File: src/rtl/fan_mon_pkg.sv
package fan_mon_pkg;
  localparam int REG_W    = 8;
  localparam int SLOW_BIT = 7;
  localparam int EN_BIT   = 0;

  function automatic logic [REG_W-1:0] reg_image(input logic slow, input logic en);
    logic [REG_W-1:0] img;
    img           = '0;
    img[SLOW_BIT] = slow;
    img[EN_BIT]   = en;
    return img;
  endfunction
endpackage

File: src/rtl/tach_edge_sync.sv
module tach_edge_sync (
  input  logic clk,
  input  logic rst_n,
  input  logic tach_i,
  output logic rise_o
);
  logic meta_q, sync_q, hist_q;

  always_ff @(posedge clk or negedge rst_n) begin
    if (!rst_n) begin
      meta_q <= 1'b0;
      sync_q <= 1'b0;
      hist_q <= 1'b0;
    end else begin
      meta_q <= tach_i;
      sync_q <= meta_q;
      hist_q <= sync_q;
    end
  end

  assign rise_o = sync_q & ~hist_q;

  // a recognised edge comes from a high input two clocks earlier
  p_edge_from_input_r1: assert property (@(posedge clk) disable iff (!rst_n)
    rise_o |-> $past(tach_i, 2))
    else $error("p_edge_from_input_r1");
endmodule

File: src/rtl/stall_window.sv
module stall_window #(
  parameter int unsigned WINDOW_CYCLES = 100_000_000
) (
  input  logic clk,
  input  logic rst_n,
  input  logic rise_i,
  output logic slow_o
);
  localparam int CNT_W = (WINDOW_CYCLES > 1) ? $clog2(WINDOW_CYCLES) : 1;
  localparam logic [CNT_W-1:0] LAST = CNT_W'(WINDOW_CYCLES - 1);

  logic [CNT_W-1:0] quiet_q;
  logic             slow_q;

  always_ff @(posedge clk or negedge rst_n) begin
    if (!rst_n) begin
      quiet_q <= '0;
      slow_q  <= 1'b0;
    end else if (rise_i) begin
      quiet_q <= '0;
      slow_q  <= 1'b0;
    end else if (quiet_q == LAST) begin
      slow_q  <= 1'b1;
    end else begin
      quiet_q <= quiet_q + CNT_W'(1);
    end
  end

  assign slow_o = slow_q;

  // activity clears the flag on the next edge
  p_clear_on_edge_r4: assert property (@(posedge clk) disable iff (!rst_n)
    rise_i |=> !slow_o)
    else $error("p_clear_on_edge_r4");

  // a full quiet window sets the flag
  p_set_after_window_r3: assert property (@(posedge clk) disable iff (!rst_n)
    (!rise_i && quiet_q == LAST) |=> slow_o)
    else $error("p_set_after_window_r3");
endmodule

File: src/rtl/fan_ctl_reg.sv
module fan_ctl_reg
  import fan_mon_pkg::*;
(
  input  logic             clk,
  input  logic             rst_n,
  input  logic             wr_en,
  input  logic             wr_bit,
  input  logic             slow_i,
  output logic [REG_W-1:0] rd_data,
  output logic             irq_o
);
  logic en_q;

  always_ff @(posedge clk or negedge rst_n) begin
    if (!rst_n)     en_q <= 1'b0;
    else if (wr_en) en_q <= wr_bit;
  end

  assign rd_data = reg_image(slow_i, en_q);
  assign irq_o   = slow_i & en_q;

  // a write stores its bit
  p_enable_written_r5: assert property (@(posedge clk) disable iff (!rst_n)
    wr_en |=> (en_q == $past(wr_bit)))
    else $error("p_enable_written_r5");

  // without a write the enable holds
  p_enable_holds_r5: assert property (@(posedge clk) disable iff (!rst_n)
    !wr_en |=> $stable(en_q))
    else $error("p_enable_holds_r5");
endmodule

File: src/rtl/fan_stall_monitor.sv
module fan_stall_monitor
  import fan_mon_pkg::*;
#(
  parameter int unsigned CLK_HZ        = 100_000_000,
  parameter int unsigned WINDOW_CYCLES = CLK_HZ
) (
  input  logic             clk,
  input  logic             rst_n,
  input  logic             tach_i,
  input  logic             reg_wr_en,
  input  logic [REG_W-1:0] reg_wr_data,
  output logic [REG_W-1:0] reg_rd_data,
  output logic             fan_irq_o
);
  logic rise;
  logic slow;
  logic reserved_wr_unused;

  assign reserved_wr_unused = ^{reg_wr_data[REG_W-1:EN_BIT+1]};

  tach_edge_sync u_sync (
    .clk    (clk),
    .rst_n  (rst_n),
    .tach_i (tach_i),
    .rise_o (rise)
  );

  stall_window #(.WINDOW_CYCLES(WINDOW_CYCLES)) u_window (
    .clk    (clk),
    .rst_n  (rst_n),
    .rise_i (rise),
    .slow_o (slow)
  );

  fan_ctl_reg u_reg (
    .clk     (clk),
    .rst_n   (rst_n),
    .wr_en   (reg_wr_en),
    .wr_bit  (reg_wr_data[EN_BIT]),
    .slow_i  (slow),
    .rd_data (reg_rd_data),
    .irq_o   (fan_irq_o)
  );

  // a write cannot raise the slow flag on its own
  p_slow_not_written_r6: assert property (@(posedge clk) disable iff (!rst_n)
    (reg_wr_en && !reg_rd_data[SLOW_BIT] && !rise) |=> !$rose(slow) || $past(u_window.quiet_q == u_window.LAST))
    else $error("p_slow_not_written_r6");
endmodule

File: config.mk
export PLATFORM = sky130hd
export DESIGN_NAME = fan_stall_monitor
export DESIGN_NICKNAME = d
export VERILOG_FILES = /design/src/rtl/fan_mon_pkg.sv /design/src/rtl/tach_edge_sync.sv /design/src/rtl/stall_window.sv /design/src/rtl/fan_ctl_reg.sv /design/src/rtl/fan_stall_monitor.sv
export SDC_FILE = /design/constraint.sdc
export NUM_CORES = 1
export LEC_CHECK = 0
export CAP_MARGIN = 20
export CORE_MARGIN = 3
export CORE_UTILIZATION = 38
export CTS_CLUSTER_DIAMETER = 60
export DETAILED_ROUTE_END_ITERATION = 10
export DONT_BUFFER_PORTS = 1
export MAX_ROUTING_LAYER = met4
export SLEW_MARGIN = 20
export SYNTH_ARGS = -nofsm -noshare
export SYNTH_HDL_FRONTEND = slang
export SYNTH_SLANG_ARGS = --single-unit
export TNS_END_PERCENT = 20
File: constraint.sdc
create_clock -name clk -period 3.7 [get_ports clk]
set_clock_uncertainty 0.2 [all_clocks]
set_input_delay 0.555 -clock clk [delete_from_list [all_inputs] [get_ports clk]]
set_output_delay 0.555 -clock clk [all_outputs]
set_load 0.05 [all_outputs]
==> impl_metrics.json <==
{
  "stdcell_area_um2": 1880,
  "holdWs_ns": 0.103,
  "gp_congestion": 0.781,
  "synth_edf_count": 0,
  "worstPathRequired_ns": 3.71,
  "num_vias": 1352,
  "p_clk_share_pct": 36.8,
  "fp.dieH_um": 74.5,
  "vias_per_cell": 5.70,
  "syn-cell-area_um2": 1780,
  "min_period_ns": 2.36,
  "seqPwrFrac_pct": 53.2,
  "cts_buffers": 5,
  "r2r_cells": 4,
  "seq_area_frac_synth_pct": 44.9,
  "final_max_slew_viol_count": 0,
  "post_cts_buffers": 0,
  "synth_fa_ha_area_share_pct": 1.40,
  "grt_pass1_vias": 1411,
  "status": "completed",
  "synth.mux.area_fraction_pct": 4.56,
  "worstSetupStartpointType": "register",
  "crit-reg2reg-launch": "u_window.quiet_q[2]$_DFFE_PN0P_",
  "yosysWarnings": 0,
  "cts_root_buffer": "clkbuf_8",
  "dieArea_um2": 5550,
  "setup_viol": 0,
  "wl_per_cell_um": 14.6,
  "place_ws_ns": 1.37,
  "ys_seq_elements": 32,
  "vdd_drop_max_mv": 0.130,
  "start_util_pct": 40.1,
  "cts_tree": "built",
  "synth_top_family_by_area": "simple AND/OR/NAND/NOR gates",
  "final.setup.tns_ns": 0,
  "combinationalPowerShare_pct": 10.1,
  "drc": 0,
  "portBuffers": 0,
  "rrSetupSlack_ns": 1.34,
  "design.core.area_um2": 4440,
  "swShare_pct": 26.1,
  "fmax_mhz": 423,
  "grt_usage_pct": 14.9,
  "placed_cell_area_um2": 1760,
  "clockBufferDepth": 2,
  "stdcell_count": 237,
  "drt-initial-drc-count": 206,
  "grt_max_degree": 33,
  "drive_gt1_share_pct": 6.49,
  "grt_pass1_wl_um": 6180,
  "drv_cap": 0,
  "cp_slowest_stage_delay_ns": 0.61,
  "dr.pass1.iters": 4,
  "cts_sinks": 32,
  "wl_um": 3470,
  "dp.cells": 227,
  "min_path_type": "in -> reg",
  "worstPathArrival_ns": 2.37,
  "dp_hpwl_um": 2430,
  "tightest_slew_ns": 0.641,
  "ios": 21,
  "holdPathEnd": "u_sync.meta_q$_DFF_PN0_",
  "cts-htree-levels": 2,
  "finalPower_uw": 737,
  "area_delta_synth_final_pct": 5.34,
  "max_slew_margin_pct": 57.3,
  "grt-ovfl-total": 0,
  "hold_viol_final": 0,
  "nNetsFinal": 198,
  "switchingPower_uw": 193,
  "antenna_found_initial": 0,
  "antenna_cells_inserted": 0,
  "setup.worst_path.class": "reg -> reg",
  "synthXorXnorAreaFrac_pct": 1.97,
  "clk_pin_slew_ns": 0.06,
  "clk_latency_ns": 0.28,
  "synth_compound_area_share_pct": 12.9,
  "async_flop_share_pct": 100,
  "period_share_pct": 63.8,
  "hp-start": "tach_i",
  "synth-simple-area-share_pct": 26.9,
  "synth_area_per_cell_um2": 9.53,
  "power_density_nw_per_um2": 393,
  "postRouteAntennaNets": 0,
  "fp-row-count": 24,
  "setup_slack_ns": 1.34,
  "p_leak_nw": 0.768,
  "min_path_cells": 0,
  "worstPathCellList": "and4_1 > nand4_1 > or4_1 > a21oi_1",
  "endpoint_kind": "register",
  "ys.flop_type": "dfrtp_1",
  "netlist_instances": 187,
  "rsz0062_at_grt": "no",
  "r2r-end": "u_window.quiet_q[26]$_DFFE_PN0P_",
  "ys_types": 38,
  "intPower_uw": 544,
  "post-route-util_pct": 42.2,
  "critPathMaxFanout": 11,
  "die_x_um": 74.5,
  "cpMaxStageDelayCell": "or4_1"
}
[cells in the final DEF, fill, tap and decap left out, types with 3 or more instances in the layout]
cell	instances
dfrtp_1	32
nand2_1	18
and4_1	7
a21oi_1	18
xnor2_1	3
conb_1	6
nand3_1	7
nor2_1	6
inv_1	3
or4_1	8
o21ai_0	3
or3_1	4
and2_1	4
clkbuf_8	6
nand2b_1	8
o31ai_1	8
mux2i_1	7
o21ai_1	3
nand4_1	7
[how the worst max path moves through the flow]
stage                                     from                          endpoint
2_1_floorplan  u_window.quiet_q[0]$_DFFE_PN0P_   u_window.quiet_q[7]$_DFFE_PN0P_
3_3_place_gp   u_window.quiet_q[2]$_DFFE_PN0P_  u_window.quiet_q[18]$_DFFE_PN0P_
3_5_place_dp   u_window.quiet_q[2]$_DFFE_PN0P_  u_window.quiet_q[26]$_DFFE_PN0P_
4_1_cts        u_window.quiet_q[2]$_DFFE_PN0P_  u_window.quiet_q[26]$_DFFE_PN0P_
5_1_grt        u_window.quiet_q[2]$_DFFE_PN0P_  u_window.quiet_q[26]$_DFFE_PN0P_
6_report       u_window.quiet_q[2]$_DFFE_PN0P_  u_window.quiet_q[26]$_DFFE_PN0P_
[flip-flops by register name, indices dropped and copies added (netlist names)]
name and cells:
u_reg.en_q 1, u_sync.hist_q 1, u_sync.meta_q 1, u_sync.sync_q 1
u_window.quiet_q 27, u_window.slow_o 1
[kinds of logic (layout without fill, tap and decap cells)]
| logic type | Yosys count | count (layout) |
|---|---|---|
| buf+inv | 21 | 14 |
| compound gates | 38 | 38 |
| other cells | 1 | 6 |
| mux | 8 | 8 |
| xor+xnor | 4 | 4 |
| simple gates | 81 | 81 |
| fa+ha+maj | 2 | 2 |
| flops | 32 | 32 |
[area by class of cell]
type	instances	area, um^2
clock buffers	8	90.1
fillers	437	2570
inverters	3	11.3
multi-input cells	139	872
flip-flops and latches	32	801
well taps	52	65.1
repair buffers	3	37.5
[synth_stat cells, drive strengths merged, types with 5 or more instances]
library cell / count / area, um^2
nand2b: 8 / 50.1
dfrtp: 32 / 801
a21oi: 18 / 90.1
or3: 5 / 36.3
or4: 8 / 60.1
buf: 13 / 97.6
clkbuf: 5 / 18.8
o31ai: 8 / 60.1
nand3: 7 / 35.0
and4: 7 / 61.3
nand2: 19 / 73.8
nor2: 6 / 22.5
o21ai: 6 / 30.0
nand4: 8 / 56.3
mux2i: 7 / 70.1
[routing by layer]
layer / share of wire [%] / track usage (%) / vias up / wire length, um
li1: - / - / 666 / -
met2: 49 / 24.6 / 37 / 1700
met3: 4.1 / 4.46 / 4 / 143
met5: 0 / - / - / 0
met4: 1.2 / 5.93 / 0 / 43
met1: 45 / 17.0 / 645 / 1580
[power by group through the flow]
stage | Clock [mW] | Combinational, mW | Sequential (mW)
3_3_place_gp | 0 | 0.0613 | 0.395
3_5_place_dp | 0 | 0.0650 | 0.397
6_report | 0.271 | 0.0741 | 0.392
2_1_floorplan | 0 | 0.0659 | 0.389
4_1_cts | 0.281 | 0.0760 | 0.391
5_1_grt | 0.296 | 0.0853 | 0.395
[critical path: cells and delay by family, from the launching register on]
family,cells,cell delay [ns]
AOI/OAI and AO/OA,1,0.15
DFF,1,0.42
and+or+nand+nor,3,1.52
[what timing repair did]
action | CTS | global route
resized for setup | 0 | 0
hold buffers | 2 | 0
hold endpoints to repair | 32 | 0
(Power assumes the default switching activity.)
